===== src/rtl/init_seq_pkg.sv =====
package init_seq_pkg;
    typedef enum logic [3:0] {
        S_IDLE, S_RD_MODE, S_RD_IPTR, S_RD_OFS, S_RD_BASE,
        S_WR_BUSY, S_WR_STAT, S_WR_CMD, S_ERR
    } seq_state_t;

    typedef enum logic [1:0] {
        AM_COMPAT = 2'b00,
        AM_SEG    = 2'b01,
        AM_LINEAR = 2'b10,
        AM_RSVD   = 2'b11
    } amode_t;

    localparam int STAT_DONE_BIT = 15;
    localparam int STAT_CUNR_BIT = 13;
endpackage


===== src/rtl/init_host_if.sv =====
module init_host_if (
    input  logic clk,
    input  logic rst_n,
    input  logic attn_i,
    input  logic take_i,
    input  logic done_i,
    input  logic ack_i,
    output logic attn_any_o,
    output logic irq_o
);
    logic pend_q;

    always_ff @(posedge clk or negedge rst_n) begin
        if (!rst_n) begin
            pend_q <= 1'b0;
            irq_o  <= 1'b0;
        end else begin
            if (take_i)      pend_q <= 1'b0;
            else if (attn_i) pend_q <= 1'b1;
            if (done_i)      irq_o <= 1'b1;
            else if (ack_i)  irq_o <= 1'b0;
        end
    end

    assign attn_any_o = pend_q | attn_i;

    // the interrupt level holds until acknowledged
    p_irq_hold_r8: assert property (@(posedge clk) disable iff (!rst_n)
        (irq_o && !ack_i) |=> irq_o);
endmodule


===== src/rtl/init_wdog.sv =====
module init_wdog #(
    parameter int LIMIT = 1024
) (
    input  logic clk,
    input  logic rst_n,
    input  logic req_i,
    input  logic rdy_i,
    output logic expire_o
);
    localparam int CW = $clog2(LIMIT) + 1;
    localparam logic [CW-1:0] LAST = CW'(LIMIT - 1);

    logic [CW-1:0] cnt_q;

    always_ff @(posedge clk or negedge rst_n) begin
        if (!rst_n)                cnt_q <= '0;
        else if (!req_i || rdy_i)  cnt_q <= '0;
        else if (cnt_q != LAST)    cnt_q <= cnt_q + 1'b1;
    end

    assign expire_o = req_i && !rdy_i && (cnt_q == LAST);

    // the wait counter never passes the limit
    p_cnt_bound_r11: assert property (@(posedge clk) disable iff (!rst_n)
        cnt_q <= LAST);
endmodule


===== src/rtl/init_cb_form.sv =====
module init_cb_form
    import init_seq_pkg::*;
#(
    parameter int AW       = 32,
    parameter int OFS_W    = 16,
    parameter int NARROW_W = 24
) (
    input  amode_t          mode_i,
    input  logic [AW-1:0]   base_i,
    input  logic [AW-1:0]   ofs_i,
    output logic [AW-1:0]   cb_o
);
    logic [AW-1:0] seg_sum;
    logic [AW-1:0] narrow;

    assign seg_sum = base_i + {{(AW-OFS_W){1'b0}}, ofs_i[OFS_W-1:0]};

    generate
        if (AW > NARROW_W) begin : g_mask
            assign narrow = {{(AW-NARROW_W){1'b0}}, seg_sum[NARROW_W-1:0]};
        end else begin : g_full
            assign narrow = seg_sum;
        end
    endgenerate

    always_comb begin
        unique case (mode_i)
            AM_LINEAR: cb_o = ofs_i;
            AM_SEG:    cb_o = seg_sum;
            default:   cb_o = narrow;
        endcase
    end
endmodule


===== src/rtl/init_seq.sv =====
module init_seq
    import init_seq_pkg::*;
#(
    parameter int              AW       = 32,
    parameter int              DW       = 32,
    parameter logic [AW-1:0]   CFG_ADDR = 32'hFFFF_FFF0,
    parameter int              WD_LIMIT = 1024
) (
    input  logic           clk,
    input  logic           rst_n,
    input  logic           attn,
    input  logic           irq_ack,
    output logic           mem_req,
    output logic           mem_we,
    output logic [AW-1:0]  mem_addr,
    output logic [DW-1:0]  mem_wdata,
    input  logic [DW-1:0]  mem_rdata,
    input  logic           mem_rdy,
    output logic           irq,
    output logic           init_err,
    output logic           busy,
    output logic [1:0]     mode,
    output logic [AW-1:0]  cb_addr
);
    localparam logic [DW-1:0] STAT_WORD =
        (DW'(1) << STAT_DONE_BIT) | (DW'(1) << STAT_CUNR_BIT);
    localparam logic [AW-1:0] STEP = AW'(4);

    seq_state_t    state;
    amode_t        mode_q;
    logic [AW-1:0] iptr_q, ofs_q, cb_q, cb_formed;
    logic          attn_any, take, done, wd_expire;

    assign take = (state == S_IDLE) && attn_any;
    assign done = (state == S_WR_CMD) && mem_rdy;

    init_host_if u_host (
        .clk(clk), .rst_n(rst_n), .attn_i(attn), .take_i(take),
        .done_i(done), .ack_i(irq_ack), .attn_any_o(attn_any), .irq_o(irq)
    );

    init_wdog #(.LIMIT(WD_LIMIT)) u_wdog (
        .clk(clk), .rst_n(rst_n), .req_i(mem_req), .rdy_i(mem_rdy),
        .expire_o(wd_expire)
    );

    init_cb_form #(.AW(AW)) u_form (
        .mode_i(mode_q), .base_i(mem_rdata[AW-1:0]), .ofs_i(ofs_q),
        .cb_o(cb_formed)
    );

    // state register and captured datapath
    always_ff @(posedge clk or negedge rst_n) begin
        if (!rst_n) begin
            state  <= S_IDLE;
            mode_q <= AM_COMPAT;
            iptr_q <= '0;
            ofs_q  <= '0;
            cb_q   <= '0;
        end else if (wd_expire) begin
            state <= S_ERR;
        end else begin
            unique case (state)
                S_IDLE:    if (attn_any) state <= S_RD_MODE;
                S_RD_MODE: if (mem_rdy) begin
                    if (mem_rdata[1:0] == AM_RSVD) state <= S_ERR;
                    else begin
                        mode_q <= amode_t'(mem_rdata[1:0]);
                        state  <= S_RD_IPTR;
                    end
                end
                S_RD_IPTR: if (mem_rdy) begin
                    iptr_q <= mem_rdata[AW-1:0];
                    state  <= S_RD_OFS;
                end
                S_RD_OFS: if (mem_rdy) begin
                    ofs_q <= mem_rdata[AW-1:0];
                    if (mode_q == AM_LINEAR) begin
                        cb_q  <= mem_rdata[AW-1:0];
                        state <= S_WR_BUSY;
                    end else begin
                        state <= S_RD_BASE;
                    end
                end
                S_RD_BASE: if (mem_rdy) begin
                    cb_q  <= cb_formed;
                    state <= S_WR_BUSY;
                end
                S_WR_BUSY: if (mem_rdy) state <= S_WR_STAT;
                S_WR_STAT: if (mem_rdy) state <= S_WR_CMD;
                S_WR_CMD:  if (mem_rdy) state <= S_IDLE;
                S_ERR:     state <= S_ERR;
                default:   state <= S_ERR;
            endcase
        end
    end

    // outputs
    always_comb begin
        mem_req   = 1'b1;
        mem_we    = 1'b0;
        mem_addr  = '0;
        mem_wdata = '0;
        unique case (state)
            S_RD_MODE: mem_addr = CFG_ADDR;
            S_RD_IPTR: mem_addr = CFG_ADDR + STEP;
            S_RD_OFS:  mem_addr = iptr_q + STEP;
            S_RD_BASE: mem_addr = iptr_q + (STEP << 1);
            S_WR_BUSY: begin mem_we = 1'b1; mem_addr = iptr_q; end
            S_WR_STAT: begin mem_we = 1'b1; mem_addr = cb_q; mem_wdata = STAT_WORD; end
            S_WR_CMD:  begin mem_we = 1'b1; mem_addr = cb_q + STEP; end
            default:   mem_req = 1'b0;
        endcase
    end

    assign init_err = (state == S_ERR);
    assign busy     = (state != S_IDLE) && (state != S_ERR);
    assign mode     = mode_q;
    assign cb_addr  = cb_q;

    // a waiting access keeps its request steady
    p_hold_r10: assert property (@(posedge clk) disable iff (!rst_n)
        (mem_req && !mem_rdy && !wd_expire) |=>
        (mem_req && $stable(mem_addr) && $stable(mem_we) && $stable(mem_wdata)));

    // the abort is sticky and silences the port
    p_err_sticky_r11: assert property (@(posedge clk) disable iff (!rst_n)
        init_err |=> (init_err && !mem_req));

    // a reserved mode field aborts
    p_mode_err_r3: assert property (@(posedge clk) disable iff (!rst_n)
        (state == S_RD_MODE && mem_rdy && mem_rdata[1:0] == 2'b11) |=> init_err);

    // the interrupt only follows the last accepted write
    p_irq_src_r8: assert property (@(posedge clk) disable iff (!rst_n)
        $rose(irq) |-> $past(mem_req && mem_we && mem_rdy && state == S_WR_CMD));

    // an idle sequencer makes no access
    p_idle_quiet_r1: assert property (@(posedge clk) disable iff (!rst_n)
        (state == S_IDLE) |-> !mem_req);
endmodule


===== config.mk =====
export PLATFORM = sky130hd
export DESIGN_NAME = init_seq
export DESIGN_NICKNAME = d
export VERILOG_FILES = /design/src/rtl/init_seq_pkg.sv /design/src/rtl/init_host_if.sv /design/src/rtl/init_wdog.sv /design/src/rtl/init_cb_form.sv /design/src/rtl/init_seq.sv
export SDC_FILE = /design/constraint.sdc
export NUM_CORES = 1
export LEC_CHECK = 0
export BUFFER_PORTS_ARGS = -buffer_cell sky130_fd_sc_hd__buf_2
export CAP_MARGIN = 20
export CORE_AREA = 2 2 139 141
export CTS_CLUSTER_SIZE = 16
export DETAILED_ROUTE_END_ITERATION = 7
export DIE_AREA = 0 0 141 143
export PLACE_DENSITY = 0.73
export SYNTH_ARGS = -nofsm -noshare
export SYNTH_HDL_FRONTEND = slang
export SYNTH_HIERARCHICAL = 1
export SYNTH_SLANG_ARGS = --single-unit

===== constraint.sdc =====
create_clock -name clk -period 3.3 [get_ports clk]
set_input_delay 0.495 -clock clk [delete_from_list [all_inputs] [get_ports clk]]
set_output_delay 0.495 -clock clk [all_outputs]
set_load 0.02 [all_outputs]

# Yosys cells after proc, flatten, opt, wreduce, memory -nomap -nowiden

Cells that the tools add are included.

ROM bits: 0
Bits of input ports: 37
Memories kept: 0
RAM bits: 0
Latch bits: 0
Register bits: 115
Word-level logic and storage cells: 89

Div/mod/pow operators: 0
Add/subtract/negate cells: 5
Equal/unequal tests: 25
Multiplexer cells: 27
Shifts and indexed selects: 0
$lt $le $gt $ge: 0
Bitwise gates (word level): 3
Reduce and logical (&&, ||, !) cells: 21
$mul: 0

Operators by type and width:

| cell                                                   | count |
|---|---|
| one-hot mux 32 bit (7 select lines)                    | 1 |
| one-hot mux 32 bit (2 select lines)                    | 2 |
| two-way mux 32 bit                                     | 3 |
| adder 32 x 3 -> 32 bit (second input constant)         | 2 |
| two-way mux 4 bit                                      | 10 |
| adder 32 x 16 -> 32 bit                                | 1 |
| adder 32 x 4 -> 32 bit (second input constant)         | 1 |
| one-hot mux 4 bit (8 select lines)                     | 1 |
| != test 3 x 2 -> 1 bit (second input constant)         | 8 |
| two-way mux 11 bit                                     | 2 |
| equality test 4 x 3 -> 1 bit (second input constant)   | 4 |
| two-way mux 16 bit                                     | 1 |
| adder 11 x 1 -> 11 bit (second input constant)         | 1 |
| equality test 11 x 10 -> 1 bit (second input constant) | 1 |
| != test 11 x 10 -> 1 bit (second input constant)       | 1 |
| equality test 4 x 2 -> 1 bit (second input constant)   | 2 |
| AND reduction 8 bit                                    | 1 |
| nonzero test 2 bit                                     | 4 |
| two-way mux 1 bit                                      | 7 |
| OR reduction 7 bit                                     | 1 |
| != test 2 bit (second input constant)                  | 3 |
| AND reduction 3 bit                                    | 2 |
| logical AND 1 bit                                      | 5 |
| AND reduction 5 bit                                    | 1 |
| other kinds (13)                                       | 16 |

# Longest topological paths before layout

Depth after elaboration: 7
Mapped depth: 14
Mapped depth without buffers: 10

# Hierarchy

The synthesis kept the hierarchy.

By module, submodules not included:

| module       | instances | area each (um^2) | cells each | seq. area each (um^2) |
|---|---|---|---|---|
| init_seq     | 1         | 6947.9           | 744        | 2552.4 |
| init_cb_form | 1         | 1557.7           | 233        | 0.0 |
| init_wdog    | 1         | 603.1            | 62         | 275.3 |
| init_host_if | 1         | 83.8             | 6          | 50.0 |

# Least setup slack after synthesis

No wires, ideal clock.

Path type: register to output
From: register state[2]
To: output port mem_addr[26]
Path slack: -604 ps
Cell stages (with the launch flop): 14
Path buffers: 3
Data arrival time: 3409 ps
Cells stage by stage: dfrtp_1 > buf_2 > nand4b_1 > clkbuf_1 > buf_1 > nand2_1 > nand2_1 > ha_1 > inv_1 > or4b_1 > a22oi_2 > nand3_1 > xnor2_1 > o21ai_0

Cells in the longest elaborated chain, start to end: 2
Elaborated cells between the ends (all ways): 8

Ends and longest elaborated chain:

| element                                              | RTL line        | text |
|---|---|---|
| start: declaration                                   | init_seq.sv:29  | `seq_state_t state;` |
| start signal: assignment                             | init_seq.sv:55  | `state <= S_IDLE;` |
| start signal: assignment                             | init_seq.sv:61  | `state <= S_ERR;` |
| start signal: assignment                             | init_seq.sv:64  | `S_IDLE: if (attn_any) state <= S_RD_MODE;` |
| equality test 4 x 3 -> 1 bit (tied with other cells) | init_seq.sv:104 | `unique case (state)` |
| one-hot mux 32 bit (7 select lines) (*)              | init_seq.sv:104 |  |
| end: declaration                                     | init_seq.sv:15  | `output logic [AW-1:0] mem_addr,` |

Every way passes the cells marked *; elsewhere a longest branch is shown, timed or not.

# Worst setup path in the final report

From: register state[3]
To: output port mem_addr[28]

The elaborated chain is that of the path after synthesis.

==> results.json <==
{
  "syn_area_um2": 9190,
  "antenna_left": 0,
  "cts.htree.levels": 4,
  "end_kind": "primary output",
  "fp.dieH_um": 143,
  "outcome": "finished with violations",
  "insertion_delay_ps": 420,
  "avgRoutedWirePerCell_um": 19.4,
  "diodes": 0,
  "worst_hold_slack_ps": 342,
  "nets": 1212,
  "ir_drop_uv": 340,
  "regToRegStartpoint": "ofs_q[0]",
  "cts_tree": "done",
  "gp_congestion": 0.943,
  "post-dp-hpwl_um": 19600,
  "worst_setup_path_start_kind": "flop",
  "synth_area_leaders": "dfrtp_1 31%, mux2_2 7.7%, mux2i_1 5.9%",
  "ys_warn_count": 6,
  "io_buffers": 109,
  "cap_violations": 0,
  "setup_viol": 8,
  "synth-edff-count": 0,
  "synth_top_area_cell": "dfrtp_1",
  "rows": 50,
  "final.period_utilization_pct": 103,
  "grt_setup_unrepaired": "true",
  "placedCellCount": 1358,
  "ys_async_sr_fraction_pct": 100,
  "area_delta_synth_final_pct": 17.4,
  "max_stage_delay_ps": 520,
  "final_area_um2": 10800,
  "synth_ff_type": "dfrtp_1",
  "arrival_ps": 2890,
  "cp.required_ps": 2800,
  "grt_max_degree": 67,
  "fin_ws_ps": -86.8,
  "track_usage_pct": 27.0,
  "powerDensity_nw_per_um2": 804,
  "yosysUniqueCellTypes": 76,
  "synth_cells": 1045,
  "maxSlewViolCount": 0,
  "slew_headroom_pct": 46.7,
  "die_area_um2": 20200,
  "yosys_register_bits": 115,
  "violations": "negative setup slack",
  "worst-path-buf-inv": 3,
  "numCtsBuffers": 17,
  "tightest_slew_ps": 791,
  "start_util_pct": 49.5,
  "finalHoldViolations": 0,
  "crit_chain": "and4b_2, nand2_2, nand2_2, ha_4, inv_4, or4b_4, a22oi_2, buf_6, nand3_4, xnor2_2, o21ai_2, buf_6",
  "crit_start": "state[3]",
  "cts_root_buf": "clkbuf_16",
  "cp_slowest_cell": "or4b_4",
  "wl_um": 27100,
  "avgSynthCellArea_um2": 8.80,
  "place_ws_ps": 129,
  "vias_per_cell": 6.16,
  "path_delay_family": "simple AND/OR/NAND/NOR gates",
  "cts_max_path_buffers": 2,
  "core_area_um2": 18600,
  "seq_area_frac_synth_pct": 31.3,
  "fin_tns_setup_ps": -442,
  "clock-sinks": 115,
  "drt-pass1-iter-count": 5,
  "synth_top_area_share_pct": 31.3,
  "drc": 0,
  "final_cells": 1396,
  "leakagePower_nw": 4.70,
  "antenna_found_initial": 0,
  "vias": 8599,
  "io_pins": 140,
  "grt_remaining_overflow": 0,
  "clkTransAtPathRegs_ps": 50,
  "cp_max_fo": 8,
  "grt_first_pass_wirelength_um": 43400,
  "first_iter_violations": 829,
  "finalCriticalPeriod_ps": 3390,
  "max_freq_mhz": 295,
  "min-delay-start": "irq_ack",
  "place_area_um2": 10000,
  "min_path_type": "input pin to flop",
  "worstSetupPathType": "flop to primary output",
  "grt_pass1_vias": 8134,
  "die_x_um": 141,
  "layout-drive-gt1-share_pct": 25.8,
  "fin_worst_skew_ps": 8.55
}
[metrics by stage]
step | utilization, % | power, W
after global placement | 54.0 | 0.00670
after global routing | 58.1 | 0.00919
after CTS | 57.6 | 0.00860
final | 58.1 | 0.00868
after floorplan | - | 0.00547
after detailed placement | 54.0 | 0.00682
[cell usage after synthesis (all sizes together), types with 5 or more instances]
cell and count:
inv 16, and2 8, a211oi 13, ha 21, mux2i 54, xnor2 47
and3 19, a21o 10, a21boi 5, xor2 36, a21oi 35, nand4 19
nor4 9, a221o 12, nand3 48, a22o 5, nor2 44, nand2 126
dfrtp 115, buf 60, a221oi 20, a22oi 7, o221ai 5, or3 8
nand2b 6, nor3 16, o211ai 5, o21ai 107, nor2b 9, a31oi 5
mux2 65, clkbuf 38, and4 7
[worst paths after layout]
check / endpoint / slack (ps) / depth (start not counted)
min: u_host/irq_o / 340 / 3
min in group asynchronous: u_wdog/cnt_q[3] / 520 / 2
max: mem_addr[28] / -90 / 12
min reg2reg: u_host/irq_o / 480 / 1
max in group asynchronous: ofs_q[18] / 2070 / 3
max reg2reg: cb_addr[24] / 330 / 10
[cell usage in the layout (no fill, tap or decap), types with 21 or more instances in the layout]
master,count
a21oi_1,35
buf_2,99
buf_4,44
conb_1,30
dfrtp_1,113
mux2_2,63
mux2i_1,53
nand2_1,123
nand3_1,44
nor2_1,42
o21ai_0,79
o21ai_1,21
xnor2_1,46
xor2_1,36
[power breakdown]
| group | total, W | switching, W | internal [W] |
|---|---|---|---|
| combinational | 0.00417 | 0.00242 | 0.00176 |
| sequential | 0.00283 | 0.000841 | 0.00199 |
| clock | 0.00168 | 0.000619 | 0.00106 |
[routing by layer]
metal | global-route usage, % | share of wire [%] | vias up
li1 | - | - | 3987
met1 | 37.9 | 45 | 4150
met2 | 40.3 | 44 | 390
met3 | 5.50 | 6.9 | 72
met4 | 12.4 | 4.0 | 0
met5 | 0 | 0 | -
[area by class of cell]
class | instances | area, µm²
multi-input combinational | 845 | 5970
clock inverter | 4 | 25.0
sequential | 115 | 2880
clock buffer | 24 | 512
fill | 1621 | 7780
inverter | 16 | 62.6
timing repair buffer | 158 | 1060
tap | 234 | 293
[sequential cells by signal (all words and copies together), names as in the netlist]
signal / cells
cb_addr: 32
iptr_q: 32
mode: 2
ofs_q: 32
state: 4
u_host/irq_o: 1
u_host/pend_q: 1
u_wdog/cnt_q: 11
[worst register-to-register path: stages (launching register included)]
cell	delay, ps
dfrtp_1	390
ha_1	230
fa_1	400
a21o_1	210
a221o_1	430
a311oi_4	510
a211oi_1	170
xnor2_1	200
o21ai_1	70
mux2i_1	130
o21ai_0	80
[cells by family after synthesis]
kind of cell,after synthesis,synth area share [%]
DFF,115,31.3
muxes,119,13.8
AOI/OAI and AO/OA,252,18.5
other,1,0.0408
and+or+nand+nor,338,18.8
xor gates and xnor gates,83,7.91
adders and majority gates,23,3.18
buffers and inverters,114,6.41
[repair_timing]
action / 4_1_cts / 5_1_grt
endpoints found under the setup margin: 15 / 19
gates resized for setup: 26 / 10
buffers inserted: 4 / 4
pin swaps: 10 / 5
hold buffers: 1 / 0
gates cloned: 0 / 1
hold endpoints to repair: 20 / 0
No activity file was read; power rests on OpenSTA's default activity.
